[src/rtl/next_event_monitor.sv]
module next_event_monitor #(
  parameter int K_FIRST      = 1,
  parameter int L_LAST       = 3,
  parameter int MAX_ATTEMPTS = 4
) (
  input  logic clk_i,
  input  logic rst_i,
  input  logic trig_i,
  input  logic evt_i,
  input  logic prop_i,
  output logic fail_pulse_o,
  output logic err_o,
  output logic ovf_o
);

  localparam int CW = $clog2(L_LAST + 1);
  localparam int IW = (MAX_ATTEMPTS > 1) ? $clog2(MAX_ATTEMPTS) : 1;
  localparam logic [CW-1:0] KC = CW'(K_FIRST);
  localparam logic [CW-1:0] LC = CW'(L_LAST);

  logic [MAX_ATTEMPTS-1:0] busy_q;
  logic [CW-1:0]           cnt_q [MAX_ATTEMPTS];
  logic [MAX_ATTEMPTS-1:0] hit, retire;
  logic [IW-1:0]           alloc_idx;
  logic                    have_free;

  // newly opened attempt: the trigger-cycle event is ordinal 1
  wire new_hit   = trig_i && evt_i && (K_FIRST == 1) && !prop_i;
  wire new_done  = trig_i && evt_i && (L_LAST == 1);
  wire need_slot = trig_i && !new_done;
  wire alloc     = need_slot && have_free;
  wire fail_now  = (|hit) || new_hit;

  genvar g;
  generate
    for (g = 0; g < MAX_ATTEMPTS; g++) begin : g_slot
      wire [CW-1:0] occ = cnt_q[g] + CW'(1);
      assign hit[g]    = busy_q[g] && evt_i && !prop_i && (occ >= KC) && (occ <= LC);
      assign retire[g] = busy_q[g] && evt_i && (occ == LC);

      always_ff @(posedge clk_i) begin
        if (rst_i) begin
          busy_q[g] <= 1'b0;
          cnt_q[g]  <= '0;
        end else if (alloc && alloc_idx == IW'(g)) begin
          busy_q[g] <= 1'b1;
          cnt_q[g]  <= evt_i ? CW'(1) : CW'(0);
        end else if (retire[g]) begin
          busy_q[g] <= 1'b0;
          cnt_q[g]  <= '0;
        end else if (busy_q[g] && evt_i) begin
          cnt_q[g]  <= occ;
        end
      end


      slot_window_chk: assert property (@(posedge clk_i) disable iff (rst_i)
        busy_q[g] |-> (cnt_q[g] < LC));
    end
  endgenerate

  always_comb begin
    have_free = 1'b0;
    alloc_idx = '0;
    for (int i = MAX_ATTEMPTS - 1; i >= 0; i--) begin
      if (!busy_q[i]) begin
        have_free = 1'b1;
        alloc_idx = IW'(i);
      end
    end
  end

  always_ff @(posedge clk_i) begin
    if (rst_i) begin
      fail_pulse_o <= 1'b0;
      err_o        <= 1'b0;
      ovf_o        <= 1'b0;
    end else begin
      fail_pulse_o <= fail_now;
      err_o        <= err_o || fail_now;
      ovf_o        <= ovf_o || (need_slot && !have_free);
    end
  end


  no_spurious_fail_chk: assert property (@(posedge clk_i) disable iff (rst_i)
    (!trig_i && busy_q == '0) |=> !fail_pulse_o);


  fail_needs_event_chk: assert property (@(posedge clk_i) disable iff (rst_i)
    !evt_i |=> !fail_pulse_o);


  err_follows_fail_chk: assert property (@(posedge clk_i) disable iff (rst_i)
    fail_pulse_o |-> err_o);


  err_sticky_chk: assert property (@(posedge clk_i) disable iff (rst_i)
    err_o |=> err_o);


  ovf_sticky_chk: assert property (@(posedge clk_i) disable iff (rst_i)
    ovf_o |=> ovf_o);


  ovf_on_full_chk: assert property (@(posedge clk_i) disable iff (rst_i)
    (need_slot && (&busy_q)) |=> ovf_o);

endmodule

[config.mk]
export PLATFORM = sky130hd
export DESIGN_NAME = next_event_monitor
export DESIGN_NICKNAME = d
export VERILOG_FILES = /design/src/rtl/next_event_monitor.sv
export SDC_FILE = /design/constraint.sdc
export NUM_CORES = 1
export LEC_CHECK = 0
export BUFFER_PORTS_ARGS = -buffer_cell sky130_fd_sc_hd__buf_2
export CAP_MARGIN = 40
export CELL_PAD_IN_SITES_DETAIL_PLACEMENT = 1
export CELL_PAD_IN_SITES_GLOBAL_PLACEMENT = 2
export CORE_AREA = 2 2 52 54
export DETAILED_ROUTE_END_ITERATION = 10
export DIE_AREA = 0 0 54 56
export GPL_TIMING_DRIVEN = 0
export PLACE_DENSITY = 0.85
export SYNTH_ARGS = -nofsm -noshare
export SYNTH_HDL_FRONTEND = slang
export SYNTH_SLANG_ARGS = --single-unit
[constraint.sdc]
create_clock -name clk_i -period 1.9 [get_ports clk_i]
set_clock_uncertainty 0.15 [all_clocks]
set_input_delay 0.095 -clock clk_i [delete_from_list [all_inputs] [get_ports clk_i]]
set_output_delay 0.095 -clock clk_i [all_outputs]
set_load 0.01 [all_outputs]
==> results.cfg, run 1 <==
[floorplanning]
initial_core_util_pct = 35.1
io_pins = 8
chipHeight_um = 56
core_sq_um = 2430
placementRows = 18
die_x_um = 54
die-area_sq_um = 3020

[synthesis]
syn_inst = 82
yosysWarnings = 0
ys_async_sr_fraction_pct = 0
netlist_area_sq_um = 855
ys_seq_area_share_pct = 44.5
syn_nets = 95
synth-seq-cells = 15
yosysUniqueCellTypes = 29
syn_area_per_cell_sq_um = 10.4
synth_edf_count = 8
ys.flop_type = edfxtp_1

[sta]
finalSetupViolCount = 0
hold_violations = 0
period_needed_ps = 1730
worst_pin_slew_ps = 471
period_share_pct = 91.2
fin_ws_ps = 168
rsz0062_at_grt = false
max_freq_mhz = 577
final_max_slew_viol_count = 0
max_slew_margin_pct = 68.6
finalSetupTns_ps = 0

[cts]
root_buffer = clkbuf_4
h-tree-depth = 1
cts.path.max_buffers = 2
cts_buffers = 3
clock_latency_ps = 280
path_clk_slew_ps = 90
cts_tree = built
cts.sink_count = 15

[power_and_ir_drop]
p_per_area_nw_per_um2 = 655
peakVddDrop_uv = 363
leakagePower_nw = 0.404

[job]
max_cap_viol_count = 0

[drt]
top_layer = met4
viasPerCell = 5.18
vias = 653
wl_met2_um = 828
ant_nets = 0
drt-total-wl_mm = 1.73
drt-initial-drc-count = 9
wl_met1_um = 823
wire_per_inst_um = 13.7
met3_length_um = 58
first_pass_iters = 2
route.detailed.drc = 0

[global_routing]
track_usage_pct = 13.7
antenna_found_initial = 0
globalRouteOverflowTotal = 0
grt_max_degree = 11
grt_pass1_vias = 683
grt_pass1_wl_mm = 3.03

[place]
dp_cells = 118
gp_congestion = 0.621
port_buffers = 6
pre_cts_slack_ps = 389
dp_hpwl_mm = 1.26

[worst_setup_path]
reg2reg_slack_ps = 390
crit_end = fail_pulse_o
setup.worst_path.start = evt_i
end_kind = register
reg2reg_to = cnt_q[3][0]
crit_path_max_fanout = 10
crit_required_ps = 1970
r2r_cells = 4
r2r-start = cnt_q[3][0]
crit_arrival_ps = 1810
start_kind = input port
critPathKind = in -> reg

[cells_and_area]
n_antenna_cell = 0
final_nets = 110
fill_cells = 297
multi_input_area_sq_um = 414
final_cells = 126
ff_latch_area_sq_um = 380
area_growth_pct = 15.7
drive_above_1_share_pct = 16.7

[worst_hold_path]
hp-class = in -> reg

[run_status]
status = finished, final reports clean
==> power by group <==
part | total [mW] | switching (mW) | internal [mW]
sequential | 0.369 | 0.00979 | 0.359
combinational | 0.0977 | 0.0528 | 0.0449
clock | 0.181 | 0.0999 | 0.0813
==> how the worst min path moves through the flow <==
stage,from,to,cells after the start
2_1_floorplan,trig_i,fail_pulse_o,1
3_3_place_gp,evt_i,busy_q[3],2
3_5_place_dp,prop_i,fail_pulse_o,3
4_1_cts,rst_i,err_o,4
5_1_grt,rst_i,err_o,4
6_report,rst_i,err_o,4
==> critical path, stage by stage <==
cell and delay [ps]:
dlygate4sd3_1 540, buf_6 150, nor3b_1 290, dlygate4sd3_1 600, o31a_1 120
==> routing by layer <==
layer | global-route usage [%] | up-vias
li1 | - | 325
met1 | 17.2 | 318
met2 | 21.6 | 8
met3 | 3.23 | 2
met4 | 6.43 | 0
met5 | 0 | -
==> placed cells by master (no fill, tap or decap), drive strengths merged, types with 2 or more instances in the layout <==
master       count
nor2b            4
o21ai            3
dfxtp            7
nor4b            2
nor2             4
nand2b           4
buf             10
a311oi           2
a21oi           10
inv              4
clkbuf           5
edfxtp           8
nand3b           2
ha               8
nand2            7
dlygate4sd3      4
==> cells by family (layout without fill, tap and decap cells) <==
kind of cell	Yosys count	after routing	share of synthesized area (%)
fa+ha+maj	8	8	11.7
compound gates	19	19	14.5
flops	15	15	44.5
buf+inv	9	23	7.03
simple gates	31	31	22.3
==> synthesized netlist by cell type, types with 3 or more instances <==
| cell type | number | area [sq um] |
|---|---|---|
| a21oi_1 | 10 | 50.1 |
| nor2b_1 | 4 | 25.0 |
| dfxtp_1 | 7 | 140 |
| nor2_1 | 4 | 15.0 |
| inv_1 | 4 | 15.0 |
| buf_6 | 3 | 33.8 |
| nand2b_1 | 3 | 18.8 |
| edfxtp_1 | 8 | 240 |
| o21ai_0 | 3 | 15.0 |
| ha_1 | 8 | 100 |
| nand2_1 | 7 | 26.3 |
==> state kept, by name, indices dropped and copies added, names as in the netlist <==
signal / cells
fail_pulse_o: 1
ovf_o: 1
err_o: 1
busy_q: 4
cnt_q: 8
==> area by class of cell <==
type,instances,share of cell area [%]
multi-input cells,58,41.9
flip-flops and latches,15,38.5
repair buffers,10,7.09
plain buffers,5,4.56
well taps,30,3.80
clock buffers,4,2.66
inverters,4,1.52
==> metrics by stage <==
stage | cell area (sq um) | total power, mW | util [%] | hold slack [ps]
global route | 988 | 0.693 | 40.6 | 19.9
detailed placement | 922 | 0.469 | 37.9 | 231
floorplan | 855 | 0.440 | - | 81.1
finish | 988 | 0.648 | 40.6 | 19.1
CTS | 988 | 0.663 | 40.6 | 7.74
global placement | 922 | 0.464 | 37.9 | 228
==> repair_timing <==
item | in CTS | in global routing
resized for setup | 0 | 0
setup buffers | 0 | 0
endpoints found under the hold margin | 4 | 0
hold buffers | 4 | 0
Power figures use the tool's default switching activity.
==> run 2: changes to the inputs <==
--- a/config.mk
+++ b/config.mk
@@ -13,6 +13,7 @@
 export DETAILED_ROUTE_END_ITERATION = 10
 export DIE_AREA = 0 0 54 56
 export GPL_TIMING_DRIVEN = 0
+export MAX_ROUTING_LAYER = met4
 export PLACE_DENSITY = 0.85
 export SYNTH_ARGS = -nofsm -noshare
 export SYNTH_HDL_FRONTEND = slang
==> results.cfg, run 2 (same netlist as run 1, synthesis figures left out) <==
[worst_setup_path]
max_stage_delay_ps = 600
end_kind = register
crit_arrival_ps = 1810
cp_cell_sequence = dlygate4sd3_1 > buf_6 > nor3b_1 > dlygate4sd3_1 > o31a_1
setup.worst_path.start = evt_i
crit_path_max_fanout = 10
r2r-start = cnt_q[3][0]
critPathSlowestCell = dlygate4sd3_1
start_kind = input port
crit_top_cell = dlygate4sd3_1
crit_required_ps = 1970
critPathKind = in -> reg

[sta]
finalSetupTns_ps = 0
rsz0062_at_grt = false
final_max_slew_viol_count = 0
finalSetupViolCount = 0
worst_pin_slew_ps = 471
max_freq_mhz = 577
hold_violations = 0
max_slew_margin_pct = 68.6
period_needed_ps = 1730
period_share_pct = 91.2

[run_status]
status = finished, final reports clean

[global_routing]
track_usage_pct = 14.1
antenna_found_initial = 0
grt_pass1_wl_mm = 3.03
grt_pass1_vias = 682
grt_max_degree = 11
globalRouteOverflowTotal = 0

[worst_hold_path]
hp-start = rst_i
hp-class = in -> reg

[floorplanning]
initial_core_util_pct = 35.1
core_sq_um = 2430
die-area_sq_um = 3020
die_x_um = 54
chipHeight_um = 56
io_pins = 8
placementRows = 18

[cells_and_area]
final_nets = 110
area_growth_pct = 15.7
reg_top3 = cnt_q: 8 flops, busy_q: 4 flops
largest_reg_flops = 8
final_util_pct = 40.6
drive_above_1_share_pct = 16.7
n_antenna_cell = 0
final_common_cell = a21oi_1
largest_register = cnt_q
layout_common_cells = a21oi_1 (10), ha_1 (8), edfxtp_1 (8)

[cts]
cts.sink_count = 15
cts_tree = built
h-tree-depth = 1
root_buffer = clkbuf_4
cts_setup_buffers = 0
cts.path.max_buffers = 2
cts_buffers = 3
path_clk_slew_ps = 90
clock_latency_ps = 280

[drt]
ant_nets = 0
drt-initial-drc-count = 9
first_pass_iters = 2
wire_per_inst_um = 13.7
route.detailed.drc = 0
drt-total-wl_mm = 1.73
vias = 653
viasPerCell = 5.18

[place]
port_buffers = 6
dp_hpwl_mm = 1.26
gp_congestion = 0.626

[power_and_ir_drop]
leakagePower_nw = 0.404
p_seq_share_pct = 56.9
peakVddDrop_uv = 363
combPwrFrac_pct = 15.1
power_frac_clock_pct = 28.0
switching_share_pct = 25.1
net-switching-power_mw = 0.163
p_int_mw = 0.485
p_per_area_nw_per_um2 = 655

[job]
max_cap_viol_count = 0
-- run 2: cell counts in the layout (fill, tap and decap cells not counted) --
Identical to the previous run, type by type.
-- run 2: path summary, 6_finish.rpt --
kind                        to  slack (ps)  cells past startpoint
setup / recovery  fail_pulse_o         170                      5
hold / removal           err_o          20                      4
setup reg to reg   cnt_q[3][0]         390                      4
hold reg to reg          err_o         330                      2
-- run 2: power by group through the flow --
stage               sequential [mW]  clock (mW)  combinational, mW
finish                        0.369       0.181             0.0977
global route                  0.371       0.211              0.110
CTS                           0.369       0.195             0.0992
detailed placement            0.377           0             0.0928
global placement              0.375           0             0.0885
floorplan                     0.376           0             0.0648
-- run 2: final cells by class --
type                            instances  area [sq um]
Inverter                                4          15.0
Tap cell                               30          37.5
Buffer                                  5          45.0
Multi-Input combinational cell         58           414
Sequential cell                        15           380
Fill cell                             297          1440
Timing Repair Buffer                   10          70.1
Clock buffer                            4          26.3
-- run 2: routing by layer --
| layer | vias to the layer above | track usage [%] | routed length (um) |
|---|---|---|---|
| li1 | 325 | - | - |
| met1 | 318 | 17.2 | 823 |
| met2 | 8 | 21.6 | 828 |
| met3 | 2 | 3.23 | 57 |
| met4 | 0 | 6.43 | 19 |
| met5 | - | - | 0 |
-- run 2: repair_timing --
action,in CTS,in global routing
resized for setup,0,0
hold endpoints to repair,4,0
hold buffers,4,0
-- run 2: per-stage QoR --
step	hold slack (ps)	std cells	cell area, sq um	total power [mW]	setup slack [ps]
floorplan	81.1	82	855	0.440	479
finish	19.1	126	988	0.648	167
global placement	228	118	922	0.464	420
global route	19.9	126	988	0.693	113
detailed placement	231	118	922	0.469	389
CTS	7.74	126	988	0.663	183
-- run 2: worst max-delay path: cells and delay by family --
kind	cells	cell delay (ps)
buf+inv	3	1290
simple gates	1	290
compound gates	1	120
